**config.mk**
```make
export PLATFORM = sky130hd
export DESIGN_NAME = swRomLayer
export DESIGN_NICKNAME = d
export VERILOG_FILES = /design/src/rtl/swRomPkg.sv /design/src/rtl/swRomPath.sv /design/src/rtl/swRomCtrl.sv /design/src/rtl/swRomLayer.sv
export SDC_FILE = /design/constraint.sdc
export NUM_CORES = 1
export LEC_CHECK = 0
export ABC_CLOCK_PERIOD_IN_PS = 3410
export BUFFER_PORTS_ARGS = -buffer_cell sky130_fd_sc_hd__buf_2
export CAP_MARGIN = 10
export CELL_PAD_IN_SITES_DETAIL_PLACEMENT = 0
export CELL_PAD_IN_SITES_GLOBAL_PLACEMENT = 1
export CORE_MARGIN = 1
export CORE_UTILIZATION = 49
export CTS_BUF_LIST = sky130_fd_sc_hd__clkbuf_8
export CTS_CLUSTER_DIAMETER = 60
export DETAILED_ROUTE_END_ITERATION = 7
export PLACE_DENSITY = 0.83
export SETUP_SLACK_MARGIN = 0.15
export SKIP_CTS_REPAIR_TIMING = 1
export SYNTH_ARGS = -nofsm -noshare
export SYNTH_HDL_FRONTEND = slang
export SYNTH_SLANG_ARGS = --single-unit
```
**constraint.sdc**
```tcl
create_clock -name clk -period 3.41 [get_ports clk]
set_input_delay 0.5115 -clock clk [delete_from_list [all_inputs] [get_ports clk]]
set_output_delay 0.5115 -clock clk [all_outputs]
set_load 0.005 [all_outputs]
```
**src/rtl/swRomPkg.sv**
```systemverilog
package swRomPkg;

  localparam int CMD_W = 8;

  localparam logic [CMD_W-1:0] CMD_READ     = 8'h33;
  localparam logic [CMD_W-1:0] CMD_MATCH    = 8'h55;
  localparam logic [CMD_W-1:0] CMD_SEARCH   = 8'hF0;
  localparam logic [CMD_W-1:0] CMD_SKIP     = 8'hCC;
  localparam logic [CMD_W-1:0] CMD_OD_SKIP  = 8'h3C;
  localparam logic [CMD_W-1:0] CMD_OD_MATCH = 8'h69;

  typedef enum logic [2:0] {
    ST_IDLE,
    ST_CMD,
    ST_READ,
    ST_MATCH,
    ST_SEARCH,
    ST_SEL
  } romState_t;

  // strobes from control to datapath
  typedef struct packed {
    logic cntClr;
    logic cntInc;
    logic cmdShift;
    logic phClr;
    logic phInc;
  } pathCtl_t;

  // identity check byte, x^8+x^5+x^4+1, reflected, lsb first, seed zero
  function automatic logic [7:0] idCrc8(input logic [127:0] d, input int n);
    logic [7:0] c;
    logic fb;
    c = '0;
    for (int i = 0; i < 128; i++) begin
      if (i < n) begin
        fb = c[0] ^ d[i];
        c  = {1'b0, c[7:1]};
        if (fb) c = c ^ 8'h8C;
      end
    end
    return c;
  endfunction

endpackage

```
**src/rtl/swRomPath.sv**
```systemverilog
module swRomPath
  import swRomPkg::*;
#(
  parameter int              ID_W   = 64,
  parameter logic [ID_W-1:0] ID_VAL = '1
) (
  input  logic             clk,
  input  logic             rstN,
  input  logic             wrBit,
  input  pathCtl_t         ctl,
  output logic             idBit,
  output logic             cntLast,
  output logic             cmdLast,
  output logic [CMD_W-1:0] cmdNext,
  output logic [1:0]       phase
);

  localparam int CNT_W = $clog2(ID_W);

  logic [CNT_W-1:0] bitIdx;
  logic [CMD_W-1:0] cmdReg;

  // one index serves both the command byte and the identity walk
  always_ff @(posedge clk or negedge rstN) begin
    if (!rstN)           bitIdx <= '0;
    else if (ctl.cntClr) bitIdx <= '0;
    else if (ctl.cntInc) bitIdx <= bitIdx + 1'b1;
  end

  always_ff @(posedge clk or negedge rstN) begin
    if (!rstN)             cmdReg <= '0;
    else if (ctl.cmdShift) cmdReg <= cmdNext;
  end

  always_ff @(posedge clk or negedge rstN) begin
    if (!rstN)          phase <= 2'd0;
    else if (ctl.phClr) phase <= 2'd0;
    else if (ctl.phInc) phase <= phase + 2'd1;
  end

  assign cmdNext = {wrBit, cmdReg[CMD_W-1:1]};
  assign idBit   = ID_VAL[bitIdx];
  assign cntLast = (bitIdx == CNT_W'(ID_W - 1));
  assign cmdLast = (bitIdx == CNT_W'(CMD_W - 1));

endmodule

```
**src/rtl/swRomCtrl.sv**
```systemverilog
module swRomCtrl
  import swRomPkg::*;
(
  input  logic             clk,
  input  logic             rstN,
  input  logic             busReset,
  input  logic             resetLong,
  input  logic             wrSlot,
  input  logic             wrBit,
  input  logic             rdSlot,
  input  logic             idBit,
  input  logic             cntLast,
  input  logic             cmdLast,
  input  logic [CMD_W-1:0] cmdNext,
  input  logic [1:0]       phase,
  output pathCtl_t         ctl,
  output logic             rdBit,
  output logic             overdrive,
  output logic             selected
);

  romState_t st;
  logic      odPrev;
  logic      odMatch;
  logic      cmdDone;

  assign cmdDone = wrSlot && cmdLast;

  always_comb begin
    ctl   = '0;
    rdBit = 1'b1;
    case (st)
      ST_CMD: begin
        if (wrSlot) begin
          ctl.cmdShift = 1'b1;
          if (cmdLast) begin
            ctl.cntClr = 1'b1;
            ctl.phClr  = 1'b1;
          end else begin
            ctl.cntInc = 1'b1;
          end
        end
      end
      ST_READ: begin
        rdBit = idBit;
        if (rdSlot) ctl.cntInc = 1'b1;
      end
      ST_MATCH: begin
        if (wrSlot) ctl.cntInc = 1'b1;
      end
      ST_SEARCH: begin
        if (phase == 2'd0)      rdBit = idBit;
        else if (phase == 2'd1) rdBit = ~idBit;
        if (rdSlot && phase != 2'd2) ctl.phInc = 1'b1;
        if (wrSlot && phase == 2'd2) begin
          ctl.phClr  = 1'b1;
          ctl.cntInc = 1'b1;
        end
      end
      default: ;
    endcase
    if (busReset) begin
      ctl        = '0;
      ctl.cntClr = 1'b1;
      ctl.phClr  = 1'b1;
    end
  end

  always_ff @(posedge clk or negedge rstN) begin
    if (!rstN) begin
      st        <= ST_IDLE;
      overdrive <= 1'b0;
      selected  <= 1'b0;
      odPrev    <= 1'b0;
      odMatch   <= 1'b0;
    end else if (busReset) begin
      st       <= ST_CMD;
      selected <= 1'b0;
      if (resetLong) overdrive <= 1'b0;
    end else begin
      case (st)
        ST_CMD: begin
          if (cmdDone) begin
            case (cmdNext)
              CMD_READ:   st <= ST_READ;
              CMD_SEARCH: st <= ST_SEARCH;
              CMD_MATCH: begin
                st      <= ST_MATCH;
                odMatch <= 1'b0;
              end
              CMD_OD_MATCH: begin
                st        <= ST_MATCH;
                odMatch   <= 1'b1;
                odPrev    <= overdrive;
                overdrive <= 1'b1;
              end
              CMD_SKIP: begin
                st       <= ST_SEL;
                selected <= 1'b1;
              end
              CMD_OD_SKIP: begin
                st        <= ST_SEL;
                selected  <= 1'b1;
                overdrive <= 1'b1;
              end
              default: st <= ST_IDLE;
            endcase
          end
        end
        ST_READ: begin
          if (rdSlot && cntLast) begin
            st       <= ST_SEL;
            selected <= 1'b1;
          end
        end
        ST_MATCH: begin
          if (wrSlot) begin
            if (wrBit != idBit) begin
              st <= ST_IDLE;
              if (odMatch) overdrive <= odPrev;
            end else if (cntLast) begin
              st       <= ST_SEL;
              selected <= 1'b1;
            end
          end
        end
        ST_SEARCH: begin
          if (wrSlot && phase == 2'd2) begin
            if (wrBit != idBit) begin
              st <= ST_IDLE;
            end else if (cntLast) begin
              st       <= ST_SEL;
              selected <= 1'b1;
            end
          end
        end
        default: ;
      endcase
    end
  end

endmodule

```
**src/rtl/swRomLayer.sv**
```systemverilog
module swRomLayer
  import swRomPkg::*;
#(
  parameter int               SER_W  = 48,
  parameter logic [SER_W-1:0] SERIAL = 48'h5A3C_9E12_D7B4,
  parameter logic [7:0]       FAMILY = 8'h0F
) (
  input  logic clk,
  input  logic rstN,
  input  logic busReset,
  input  logic resetLong,
  input  logic wrSlot,
  input  logic wrBit,
  input  logic rdSlot,
  output logic rdBit,
  output logic overdrive,
  output logic selected
);

  localparam int              BODY_W = SER_W + 8;
  localparam int              ID_W   = BODY_W + 8;
  localparam logic [7:0]      ID_CRC = idCrc8(128'({SERIAL, FAMILY}), BODY_W);
  localparam logic [ID_W-1:0] ID_VAL = {ID_CRC, SERIAL, FAMILY};

  pathCtl_t         ctl;
  logic             idBit;
  logic             cntLast;
  logic             cmdLast;
  logic [CMD_W-1:0] cmdNext;
  logic [1:0]       phase;

  swRomCtrl ctrl_i (
    .clk(clk), .rstN(rstN), .busReset(busReset), .resetLong(resetLong),
    .wrSlot(wrSlot), .wrBit(wrBit), .rdSlot(rdSlot), .idBit(idBit),
    .cntLast(cntLast), .cmdLast(cmdLast), .cmdNext(cmdNext), .phase(phase),
    .ctl(ctl), .rdBit(rdBit), .overdrive(overdrive), .selected(selected)
  );

  swRomPath #(.ID_W(ID_W), .ID_VAL(ID_VAL)) path_i (
    .clk(clk), .rstN(rstN), .wrBit(wrBit), .ctl(ctl), .idBit(idBit),
    .cntLast(cntLast), .cmdLast(cmdLast), .cmdNext(cmdNext), .phase(phase)
  );

endmodule

```
Word level (Yosys, flattened, before mapping)
Memory sizes are Yosys's and may differ from the RTL's.
Cells that the tools add are included.

word-level totals
  register bits = 23
  ROM bits = 64
  bits of input ports = 7
  output and inout bits = 3
  logic and storage cells = 105
  memories = 1

memories
  name             depth  bits a word  read ports  clocked after Yosys merged registers in  wr ports  line             source
  (no name shown)  64     1            1           0                                        0         swRomPath.sv:42  assign idBit = ID_VAL[bitIdx];

operators by class
  add/sub/neg operators = 2
  magnitude comparators = 1
  equal/unequal tests = 25
  mux-type cells = 48
  bitwise gates (word level) = 2
  reductions and logical operators = 18

operator list
  operator                                                                       number
  1-bit 2-to-1 mux                                                               27
  3-bit one-hot mux with 4 select lines                                          2
  3-bit 2-to-1 mux                                                               7
  8-bit by 6-bit == test with 1-bit output (second input constant)               2
  8-bit by 7-bit == test with 1-bit output (second input constant)               2
  8-bit == test (second input constant)                                          2
  3-bit by 2-bit != test with 1-bit output (second input constant)               5
  6-bit 2-to-1 mux                                                               2
  3-bit != test (second input constant)                                          3
  1-bit one-hot mux with 2 select lines                                          4
  1-bit one-hot mux with 4 select lines                                          2
  4-bit AND reduction                                                            2
  6-bit by 7-bit less-than comparator with 1-bit output (second input constant)  1
  7-bit AND reduction                                                            1
  6-bit by 1-bit adder with 6-bit output (second input constant)                 1
  3-bit by 2-bit == test with 1-bit output (second input constant)               2
  6-bit by 3-bit == test with 1-bit output (second input constant)               1
  6-bit == test (second input constant)                                          1
  6-bit AND reduction                                                            1
  2-bit nonzero test                                                             3
  2-bit OR reduction                                                             3
  5-bit 2-to-1 mux                                                               1
  5-bit AND reduction                                                            1
  5-bit nonzero test                                                             1
  14 further kinds                                                               19

Depth between registers and ports, before layout
Gate-level depths: netlist (run 1).

  word-level depth = 7
  mapped depth = 8
  mapped depth without buffers = 8

Modules after synthesis
A second synthesis (run 1) with hierarchy kept.

unflattened totals
  cell total of the unflattened synthesis = 174
  area total of the unflattened synthesis = 1672.9 µm²

modules (own cells, without submodules)
  module     times used  cells each  area each (µm²)  seq. area each (µm²)
  swRomPath  1           83          907.1            375.4
  swRomCtrl  1           91          765.7            175.2

Worst setup path before layout (run 1)
No wires, ideal clock.

  path kind = register to output
  from = register path_i.bitIdx[0]
  to = output port rdBit
  arrival = 1866 ps
  required time = 2898 ps
  setup slack = 1032 ps
  stages on the path, launching flop included = 9
  buffers on the path = 0
  cell sequence = dfrtp_1 > inv_1 > ha_1 > mux2_4 > o2111ai_2 > o31ai_2 > nor2_1 > nor2_1 > o21bai_1

on the way
  word-level cells in the longest chain between the ends = 6

ends and longest elaborated chain
  what                                        line              source
  start: declaration                          swRomPath.sv:20   logic [CNT_W-1:0] bitIdx;
  start signal: assignment                    swRomPath.sv:27   else if (ctl.cntInc) bitIdx <= bitIdx + 1'b1;
  memory read 64 x 1 bit (*)                  --
  1-bit 2-to-1 mux (not written as such) (*)  swRomPath.sv:42
  1-bit NOT                                   swRomCtrl.sv:53   else if (phase == 2'd1) rdBit = ~idBit;
  1-bit 2-to-1 mux                            swRomCtrl.sv:53
  1-bit 2-to-1 mux                            swRomCtrl.sv:52   if (phase == 2'd0) rdBit = idBit;
  1-bit one-hot mux with 2 select lines (*)   swRomCtrl.sv:32   case (st)
  end: declaration                            swRomLayer.sv:15  output logic rdBit,

Mark *: on every way between the ends. The rest lies on a longest branch, timed or not. The select of a mux whose other input is x is not followed.

Final worst setup path (run 1)
Same ends and word-level chain as after synthesis.

==> results.py, run 1 <==
metrics = {
    "global_routing": {
        "grt_pass1_vias": 1269,
        "grt_pass1_wl_mm": 6.030,
        "grt_max_degree": 23,
        "grt_overflow": 0,
        "antenna_found_initial": 0,
        "gr-usage-all-layers": 0.2146,
    },
    "sta": {
        "tns_ps": 0,
        "rsz0062_at_grt": "false",
        "slew_headroom": 0.6073,
        "fmax_mhz": 335.6,
        "finalSetupViolCount": 0,
        "tightest_slew_ps": 580.8,
        "hold_viol": 0,
        "clock_skew_ps": 3.466,
        "slew_violations": 0,
        "period_minus_slack_ps": 2980,
        "timing.final.crit_share": 0.8739,
    },
    "clocking": {
        "cts_tree": "yes",
        "clock-sinks": 22,
        "htree_levels": 1,
        "clockBufferDepth": 2,
        "cts_buffers": 3,
        "clock_latency_ps": 260,
        "clk_pin_slew_ps": 80,
        "clockRootBuffer": "clkbuf_8",
    },
    "yosys": {
        "synth_area_leaders": "dfrtp_1, ha_1, mux2_2",
        "yosysWarnings": 0,
        "synth_cell_types": 62,
        "syn_nets": 205,
        "synth_seq_cells": 22,
        "synth_ff_type": "dfrtp_1",
        "synth_area_per_cell_um2": 9.434,
        "synth_top_cell_area_share": 0.3121,
        "syn_area_um2": 1764,
        "async_flop_share": 1.000,
        "yosysTopAreaCell": "dfrtp_1",
        "synthCells": 187,
        "synth_edf_count": 0,
        "synth-seq-area-share": 0.3121,
    },
    "setup_path": {
        "critPathArrivalTime_ps": 2470,
        "worst-path-buf-inv": 2,
        "crit_family": "flip-flops",
        "rr_startpoint": "path_i.bitIdx[0]$_DFFE_PN0P_",
        "crit_chain": "inv_1, ha_1, mux2_4, o2111ai_2, o31ai_2, nor2_1, nor2_1, o21bai_1, buf_2",
        "cpPeakStageDelay_ps": 500,
        "cp_common_cell": "nor2_1",
        "worstSetupPathType": "flop to output port",
        "startpoint_type": "flop",
        "endpoint_kind": "output port",
        "crit_path_start": "path_i.bitIdx[0]$_DFFE_PN0P_",
        "cp_slowest_cell": "dfrtp_1",
        "crit_fanout": 7,
        "crit_required_ps": 2900,
    },
    "power_and_ir_drop": {
        "p_int_mw": 0.6121,
        "clkPwrFrac": 0.268,
        "p_leak_nw": 0.7627,
        "power_mw": 0.9019,
        "combPwrFrac": 0.286,
        "p_per_area_nw_per_um2": 472.7,
        "pwr-share-seq": 0.445,
        "ir_drop_mv": 0.2897,
        "netSwitchingFraction": 0.3213,
        "p_sw_mw": 0.2898,
    },
    "die": {
        "dieArea_um2": 3845,
        "die_h_um": 62.01,
        "die_w_um": 62.01,
        "rows": 21,
        "start_util": 0.5205,
        "ios": 10,
        "core_region_area_um2": 3390,
    },
    "finish": {
        "antenna_cells_inserted": 0,
        "fin_area_um2": 1908,
        "utilization": 0.5629,
        "multi_input_area_um2": 1146,
        "mostFrequentLayoutCells": "dfrtp_1, nor2_1, nand2_1",
        "regArea_um2": 550.5,
        "final_common_cell": "dfrtp_1",
        "final_nets": 213,
        "drive_above_1_share": 0.1907,
        "num-fill-cells": 322,
        "area_growth_pct": 8.156,
    },
    "flow_run": {
        "max-cap-violations": 0,
    },
    "detailed_routing": {
        "num_vias": 1435,
        "route.met2.wl_mm": 1.721,
        "ant_nets": 0,
        "dr_wl_met3_um": 173,
        "drc": 0,
        "viasPerCell": 5.979,
        "drt_iter0_drc": 160,
        "wl_mm": 3.700,
        "top_layer_used": "met4",
        "wl_per_cell_um": 15.42,
        "route.layer.met1.wl_mm": 1.708,
        "drt_first_pass_iters": 4,
    },
    "placed_design": {
        "io_buffer_count": 9,
        "place_hpwl_mm": 2.856,
        "place.gp.congestion": 0.9442,
        "place_area_um2": 1837,
    },
    "min_path": {
        "hp-class": "input pin to asynchronous set/reset pin",
    },
    "outcome": {
        "outcome": "finished, final reports clean",
    },
}
final timing paths:
check                                          endpoint  slack (ps)  cells past startpoint
setup / recovery                                  rdBit         430                      9
hold / removal              path_i.phase[0]$_DFFE_PN0P_         210                      1
setup reg to reg               ctrl_i.st[0]$_DFFE_PN0P_         810                      8
hold reg to reg             ctrl_i.selected$_DFFE_PN0P_         500                      1
max in group asynchronous  path_i.cmdReg[5]$_DFFE_PN0P_        2850                      1
min in group clk            ctrl_i.selected$_DFFE_PN0P_         500                      1
routing by layer:
| metal | global-route usage | up-vias |
|---|---|---|
| li1 | - | 706 |
| met3 | 0.04969 | 10 |
| met2 | 0.3298 | 34 |
| met1 | 0.2968 | 685 |
| met4 | 0.06984 | 0 |
| met5 | 0 | - |
cells by family (layout without fill, tap and decap cells):
| kind of cell | Yosys count | count (layout) | synth area share |
|---|---|---|---|
| mux | 13 | 13 | 0.08369 |
| fa+ha+maj | 11 | 11 | 0.07801 |
| flops | 22 | 22 | 0.3121 |
| simple gates | 78 | 78 | 0.2724 |
| compound gates | 42 | 42 | 0.1858 |
| xor+xnor | 6 | 6 | 0.02979 |
| buf+inv | 15 | 22 | 0.03830 |
power groups by stage:
stage	clock [mW]	combinational, mW	sequential [mW]
6_report	0.242	0.258	0.402
5_1_grt	0.261	0.290	0.416
4_1_cts	0.249	0.260	0.401
3_5_place_dp	0	0.258	0.406
3_3_place_gp	0	0.252	0.402
2_1_floorplan	0	0.220	0.375
per-stage QoR:
step / hold slack, ps / cells / worst slack (ps)
6_report: 208.9 / 240 / 430.1
3_5_place_dp: 475.9 / 236 / 733.0
3_3_place_gp: 478.2 / 236 / 819.9
2_1_floorplan: 215.9 / 187 / 1032
5_1_grt: 246.0 / 240 / 229.2
4_1_cts: 220.5 / 240 / 425.0
synth_stat cells (all sizes together) (2+ instances only):
| cell | instances |
|---|---|
| xor2 | 2 |
| a2111oi | 2 |
| nor4b | 2 |
| o2111ai | 2 |
| nor3 | 2 |
| nor3b | 3 |
| nand2 | 14 |
| nor4bb | 8 |
| a2bb2oi | 2 |
| o21ai | 9 |
| dfrtp | 22 |
| ha | 11 |
| nand4 | 3 |
| nor2b | 5 |
| xnor2 | 4 |
| a21oi | 7 |
| a211oi | 3 |
| or4 | 3 |
| mux2i | 2 |
| o21a | 2 |
| nor2 | 19 |
| clkbuf | 3 |
| nand2b | 5 |
| nor4 | 2 |
| inv | 8 |
| mux2 | 11 |
| nand3 | 5 |
| buf | 4 |
| o31ai | 2 |
flip-flops by register name, indices dropped and copies added (netlist names):
register,count
ctrl_i.st,3
ctrl_i.odPrev,1
ctrl_i.odMatch,1
ctrl_i.overdrive,1
path_i.bitIdx,6
path_i.phase,2
path_i.cmdReg,7
ctrl_i.selected,1
final cells by class:
type / instances / share of cell area
timing repair buffer: 10 / 0.02754
multi-input combinational: 150 / 0.6007
inverter: 8 / 0.01574
sequential: 22 / 0.2885
tap: 46 / 0.03016
clock inverter: 1 / 0.01574
clock buffer: 3 / 0.02164
(Power assumes the default switching activity.)
==> inputs of run 2 (changes only) <==
--- a/config.mk
+++ b/config.mk
@@ -10,7 +10,8 @@
 export CAP_MARGIN = 10
 export CELL_PAD_IN_SITES_DETAIL_PLACEMENT = 0
 export CELL_PAD_IN_SITES_GLOBAL_PLACEMENT = 1
-export CORE_MARGIN = 1
+export CORE_ASPECT_RATIO = 1.25
+export CORE_MARGIN = 3
 export CORE_UTILIZATION = 49
 export CTS_BUF_LIST = sky130_fd_sc_hd__clkbuf_8
 export CTS_CLUSTER_DIAMETER = 60
==> results.py, run 2 (same netlist as run 1, synthesis figures left out) <==
metrics = {
    "global_routing": {
        "antenna_found_initial": 0,
        "grt_max_degree": 23,
        "gr-usage-all-layers": 0.2055,
        "grt_overflow": 0,
        "grt_pass1_wl_mm": 6.955,
        "grt_pass1_vias": 1483,
    },
    "finish": {
        "fin_area_um2": 1897,
        "utilization": 0.5682,
        "fin_cells": 231,
        "top_regs": "path_i.cmdReg: 7 flops, path_i.bitIdx: 6 flops, ctrl_i.st: 3 flops",
        "area_growth_pct": 7.518,
        "final_nets": 213,
        "antenna_cells_inserted": 0,
        "regMostFlops": "path_i.cmdReg",
        "largest_reg_flops": 7,
        "drive_above_1_share": 0.1907,
        "mostFrequentLayoutCells": "dfrtp_1, nor2_1, nand2_1",
        "final_common_cell": "dfrtp_1",
    },
    "setup_path": {
        "crit_path_start": "path_i.bitIdx[0]$_DFFE_PN0P_",
        "cp_common_cell": "nor2_1",
        "worstReg2RegEnd": "ctrl_i.st[1]$_DFFE_PN0P_",
        "ff2ff_setup_slack_ps": 790,
        "cp-endpoint": "rdBit",
        "r2r_cells": 8,
        "crit_required_ps": 2900,
        "crit_chain": "inv_1, ha_1, mux2_4, o2111ai_2, o31ai_2, nor2_1, nor2_1, o21bai_1, buf_2",
        "cp_slowest_cell": "dfrtp_1",
        "rr_startpoint": "path_i.bitIdx[0]$_DFFE_PN0P_",
        "critPathArrivalTime_ps": 2520,
        "cpPeakStageDelay_ps": 500,
        "endpoint_kind": "output port",
        "crit_fanout": 7,
        "worstSetupPathType": "flop to output port",
        "startpoint_type": "flop",
    },
    "die": {
        "start_util": 0.5285,
        "core_region_area_um2": 3338,
        "die_h_um": 73.09,
        "ios": 10,
        "dieArea_um2": 4361,
        "rows": 23,
        "die_w_um": 59.67,
    },
    "placed_design": {
        "io_buffer_count": 9,
        "post-place-cells": 227,
        "place.gp.congestion": 0.8748,
        "place_hpwl_mm": 3.081,
        "place_area_um2": 1826,
    },
    "outcome": {
        "outcome": "finished, final reports clean",
    },
    "sta": {
        "tns_ps": 0,
        "rsz0062_at_grt": "false",
        "fmax_mhz": 329.8,
        "slew_violations": 0,
        "clock_skew_ps": 6.174,
        "hold_ws_ps": 185.5,
        "hold_viol": 0,
        "timing.final.crit_share": 0.8891,
        "finalSetupViolCount": 0,
        "period_minus_slack_ps": 3032,
        "tightest_slew_ps": 522.8,
        "slew_headroom": 0.6488,
    },
    "clocking": {
        "clock_latency_ps": 270,
        "clock-sinks": 22,
        "clk_pin_slew_ps": 80,
        "clockRootBuffer": "clkbuf_8",
        "clockBufferDepth": 2,
        "cts_tree": "yes",
        "cts_buffers": 3,
        "htree_levels": 1,
    },
    "detailed_routing": {
        "drt_iter0_drc": 77,
        "drc": 0,
        "ant_nets": 0,
        "num_vias": 1468,
        "viasPerCell": 6.355,
        "wl_per_cell_um": 17.09,
        "wl_mm": 3.948,
        "drt_first_pass_iters": 4,
    },
    "min_path": {
        "hp-class": "input pin to asynchronous set/reset pin",
    },
    "power_and_ir_drop": {
        "ir_drop_mv": 0.3161,
        "p_per_area_nw_per_um2": 477.3,
        "p_leak_nw": 0.7627,
    },
    "flow_run": {
        "max-cap-violations": 0,
    },
}
-- run 2: cell counts in the layout (fill, tap and decap cells not counted) --
Identical to the previous run, type by type.
-- run 2: worst min path at each step --
stage	from	end	slack, ps	cells past startpoint
after floorplan	rstN	ctrl_i.odMatch$_DFFE_PN0P_	220	0
after global placement	ctrl_i.selected$_DFFE_PN0P_	ctrl_i.selected$_DFFE_PN0P_	470	1
after detailed placement	ctrl_i.selected$_DFFE_PN0P_	ctrl_i.selected$_DFFE_PN0P_	480	1
after CTS	rstN	path_i.bitIdx[3]$_DFFE_PN0P_	200	1
after global routing	rstN	path_i.bitIdx[3]$_DFFE_PN0P_	220	1
final	rstN	path_i.bitIdx[5]$_DFFE_PN0P_	190	1
-- run 2: cell type report --
| class | count | area [µm²] |
|---|---|---|
| clock buffers | 3 | 41.29 |
| clock inverters | 1 | 30.03 |
| fillers | 299 | 1441 |
| inverters | 8 | 30.03 |
| multi-input cells | 150 | 1146 |
| flip-flops and latches | 22 | 550.5 |
| well taps | 37 | 46.29 |
| repair buffers | 10 | 52.55 |
-- run 2: worst max-delay path: cells and delay by family, from the launching register on --
family / cells / cell delay, ps
AND/OR/NAND/NOR: 2 / 380
adder cells (fa/ha/maj): 1 / 340
multiplexers: 1 / 270
buffers and inverters: 2 / 280
AO/OA/AOI/OAI: 3 / 490
flip-flops: 1 / 500
-- run 2: power by group --
| part | internal [mW] | switching (mW) | total, mW |
|---|---|---|---|
| clock network | 0.157 | 0.0872 | 0.244 |
| registers | 0.316 | 0.0877 | 0.404 |
| logic | 0.138 | 0.119 | 0.257 |
| total | 0.612 | 0.294 | 0.905 |
-- run 2: metrics by stage --
| stage | setup slack, ps | power [mW] |
|---|---|---|
| floorplan | 1032 | 0.5948 |
| global placement | 846.0 | 0.6579 |
| detailed placement | 688.5 | 0.6654 |
| CTS | 371.2 | 0.9117 |
| global route | 171.8 | 0.9671 |
| finish | 378.2 | 0.9054 |
-- run 2: routing by layer --
layer / vias to the layer above / track usage / routed length, µm
met2: 29 / 0.3606 / 2038
li1: 711 / - / -
met3: 9 / 0.02832 / 109
met1: 719 / 0.2467 / 1705
met5: - / 0 / 0
met4: 0 / 0.08128 / 94
==> inputs of run 3 (changes only) <==
--- a/config.mk
+++ b/config.mk
@@ -5,18 +5,18 @@
 export SDC_FILE = /design/constraint.sdc
 export NUM_CORES = 1
 export LEC_CHECK = 0
-export ABC_CLOCK_PERIOD_IN_PS = 3410
-export BUFFER_PORTS_ARGS = -buffer_cell sky130_fd_sc_hd__buf_2
+export ABC_CLOCK_PERIOD_IN_PS = 3750
+export BUFFER_PORTS_ARGS = -buffer_cell sky130_fd_sc_hd__clkbuf_2
 export CAP_MARGIN = 10
 export CELL_PAD_IN_SITES_DETAIL_PLACEMENT = 0
 export CELL_PAD_IN_SITES_GLOBAL_PLACEMENT = 1
 export CORE_ASPECT_RATIO = 1.25
 export CORE_MARGIN = 3
-export CORE_UTILIZATION = 49
+export CORE_UTILIZATION = 53
 export CTS_BUF_LIST = sky130_fd_sc_hd__clkbuf_8
 export CTS_CLUSTER_DIAMETER = 60
 export DETAILED_ROUTE_END_ITERATION = 7
-export PLACE_DENSITY = 0.83
+export PLACE_DENSITY = 0.88
 export SETUP_SLACK_MARGIN = 0.15
 export SKIP_CTS_REPAIR_TIMING = 1
 export SYNTH_ARGS = -nofsm -noshare
==> constraint.sdc (replaced) <==
create_clock -name clk -period 3.75 [get_ports clk]
set_input_delay 0.5625 -clock clk [delete_from_list [all_inputs] [get_ports clk]]
set_output_delay 0.5625 -clock clk [all_outputs]
set_load 0.005 [all_outputs]
==> results.py, run 3 (same netlist as run 1, synthesis figures left out) <==
metrics = {
    "die": {
        "rows": 22,
        "dieArea_um2": 4061,
        "start_util": 0.5774,
        "die_w_um": 57.61,
        "ios": 10,
        "die_h_um": 70.51,
        "core_region_area_um2": 3055,
    },
    "finish": {
        "top_regs": "path_i.cmdReg: 7 flops, path_i.bitIdx: 6 flops, ctrl_i.st: 3 flops",
        "drive_above_1_share": 0.1907,
        "largest_reg_flops": 7,
        "final_nets": 213,
        "regMostFlops": "path_i.cmdReg",
        "final_common_cell": "dfrtp_1",
        "fin_area_um2": 1896,
        "area_growth_pct": 7.447,
        "mostFrequentLayoutCells": "dfrtp_1, nor2_1, nand2_1",
        "antenna_cells_inserted": 0,
    },
    "power_and_ir_drop": {
        "ir_drop_mv": 0.2892,
        "pwr-share-seq": 0.451,
        "combPwrFrac": 0.281,
        "p_per_area_nw_per_um2": 433.2,
        "netSwitchingFraction": 0.3230,
        "p_leak_nw": 0.7653,
        "clkPwrFrac": 0.268,
        "p_int_mw": 0.5559,
        "power_mw": 0.8211,
        "p_sw_mw": 0.2652,
    },
    "setup_path": {
        "crit_fanout": 7,
        "worstSetupPathType": "flop to output port",
        "endpoint_kind": "output port",
        "critPathArrivalTime_ps": 2470,
        "crit_required_ps": 3190,
        "startpoint_type": "flop",
    },
    "min_path": {
        "hp-class": "input pin to asynchronous set/reset pin",
    },
    "sta": {
        "clock_skew_ps": 4.850,
        "rsz0062_at_grt": "false",
        "tightest_slew_ps": 558.8,
        "tns_ps": 0,
        "setup_ws_ps": 717.6,
        "fmax_mhz": 329.8,
        "finalSetupViolCount": 0,
        "slew_violations": 0,
        "period_minus_slack_ps": 3032,
        "hold_viol": 0,
        "slew_headroom": 0.6246,
        "timing.final.crit_share": 0.8086,
    },
    "global_routing": {
        "gr-usage-all-layers": 0.2094,
        "grt_pass1_vias": 1418,
        "grt_pass1_wl_mm": 6.755,
        "grt_overflow": 0,
        "antenna_found_initial": 0,
        "grt_max_degree": 23,
    },
    "clocking": {
        "clockRootBuffer": "clkbuf_8",
        "htree_levels": 1,
        "clock_latency_ps": 270,
        "cts_tree": "yes",
        "cts_buffers": 3,
        "clk_pin_slew_ps": 70,
        "clockBufferDepth": 2,
        "clock-sinks": 22,
    },
    "placed_design": {
        "place_hpwl_mm": 2.922,
        "io_buffer_count": 9,
        "place_area_um2": 1824,
        "place_ws_ps": 1003,
        "place.gp.congestion": 0.9301,
    },
    "flow_run": {
        "max-cap-violations": 0,
    },
    "detailed_routing": {
        "num_vias": 1421,
        "wl_mm": 3.796,
        "ant_nets": 0,
        "wl_per_cell_um": 16.50,
        "drt_first_pass_iters": 4,
        "drt_iter0_drc": 64,
        "drc": 0,
        "viasPerCell": 6.178,
    },
    "outcome": {
        "outcome": "finished, final reports clean",
    },
}
-- run 3: changes by cell type in the layout (fill, tap and decap cells not counted), sizes merged --
cell | before | now
clkbuf | 3 | 12
buf | 10 | 1
-- run 3: area by class of cell --
| cell class | count | area (µm²) |
|---|---|---|
| tap | 36 | 45.04 |
| sequential | 22 | 550.5 |
| clock buffer | 3 | 41.29 |
| fill | 281 | 1160 |
| multi-input combinational | 150 | 1146 |
| clock inverter | 1 | 30.03 |
| timing repair buffer | 10 | 52.55 |
| inverter | 8 | 30.03 |
-- run 3: final timing paths --
path	start	to	slack (ps)	cells past startpoint
setup / recovery	path_i.bitIdx[0]$_DFFE_PN0P_	rdBit	720	9
setup reg to reg	path_i.bitIdx[0]$_DFFE_PN0P_	ctrl_i.st[1]$_DFFE_PN0P_	1140	8
hold / removal	rstN	path_i.bitIdx[1]$_DFFE_PN0P_	270	1
min in group clk	ctrl_i.selected$_DFFE_PN0P_	ctrl_i.selected$_DFFE_PN0P_	520	1
max in group asynchronous	rstN	path_i.cmdReg[6]$_DFFE_PN0P_	3120	1
hold reg to reg	ctrl_i.selected$_DFFE_PN0P_	ctrl_i.selected$_DFFE_PN0P_	520	1
-- run 3: metrics by stage --
step / instances / hold WS [ps] / util
after floorplan: 187 / 266.9 / -
after global placement: 226 / 491.6 / 0.5971
after detailed placement: 226 / 508.0 / 0.5971
after CTS: 230 / 287.2 / 0.6204
after global routing: 230 / 297.1 / 0.6204
final: 230 / 268.1 / 0.6204
-- run 3: per-layer routing --
metal,global-route usage,routed length [µm],vias to the layer above
li1,-,-,711
met1,0.2860,1758,668
met2,0.3254,1795,32
met3,0.03142,141,10
met4,0.09021,102,0
met5,0,0,-
-- run 3: worst max-delay path: stages, from the launching register on --
cell and delay (ps):
dfrtp_1 490, inv_1 160, ha_1 340, mux2_4 270
o2111ai_2 210, o31ai_2 130, nor2_1 270, nor2_1 90
o21bai_1 130, clkbuf_2 130
-- run 3: power groups by stage --
stage / Sequential [mW] / Clock, mW / Combinational (mW)
6_report: 0.370 / 0.220 / 0.231
3_3_place_gp: 0.367 / 0 / 0.227
5_1_grt: 0.379 / 0.234 / 0.262
4_1_cts: 0.369 / 0.226 / 0.233
3_5_place_dp: 0.373 / 0 / 0.232
2_1_floorplan: 0.341 / 0 / 0.200
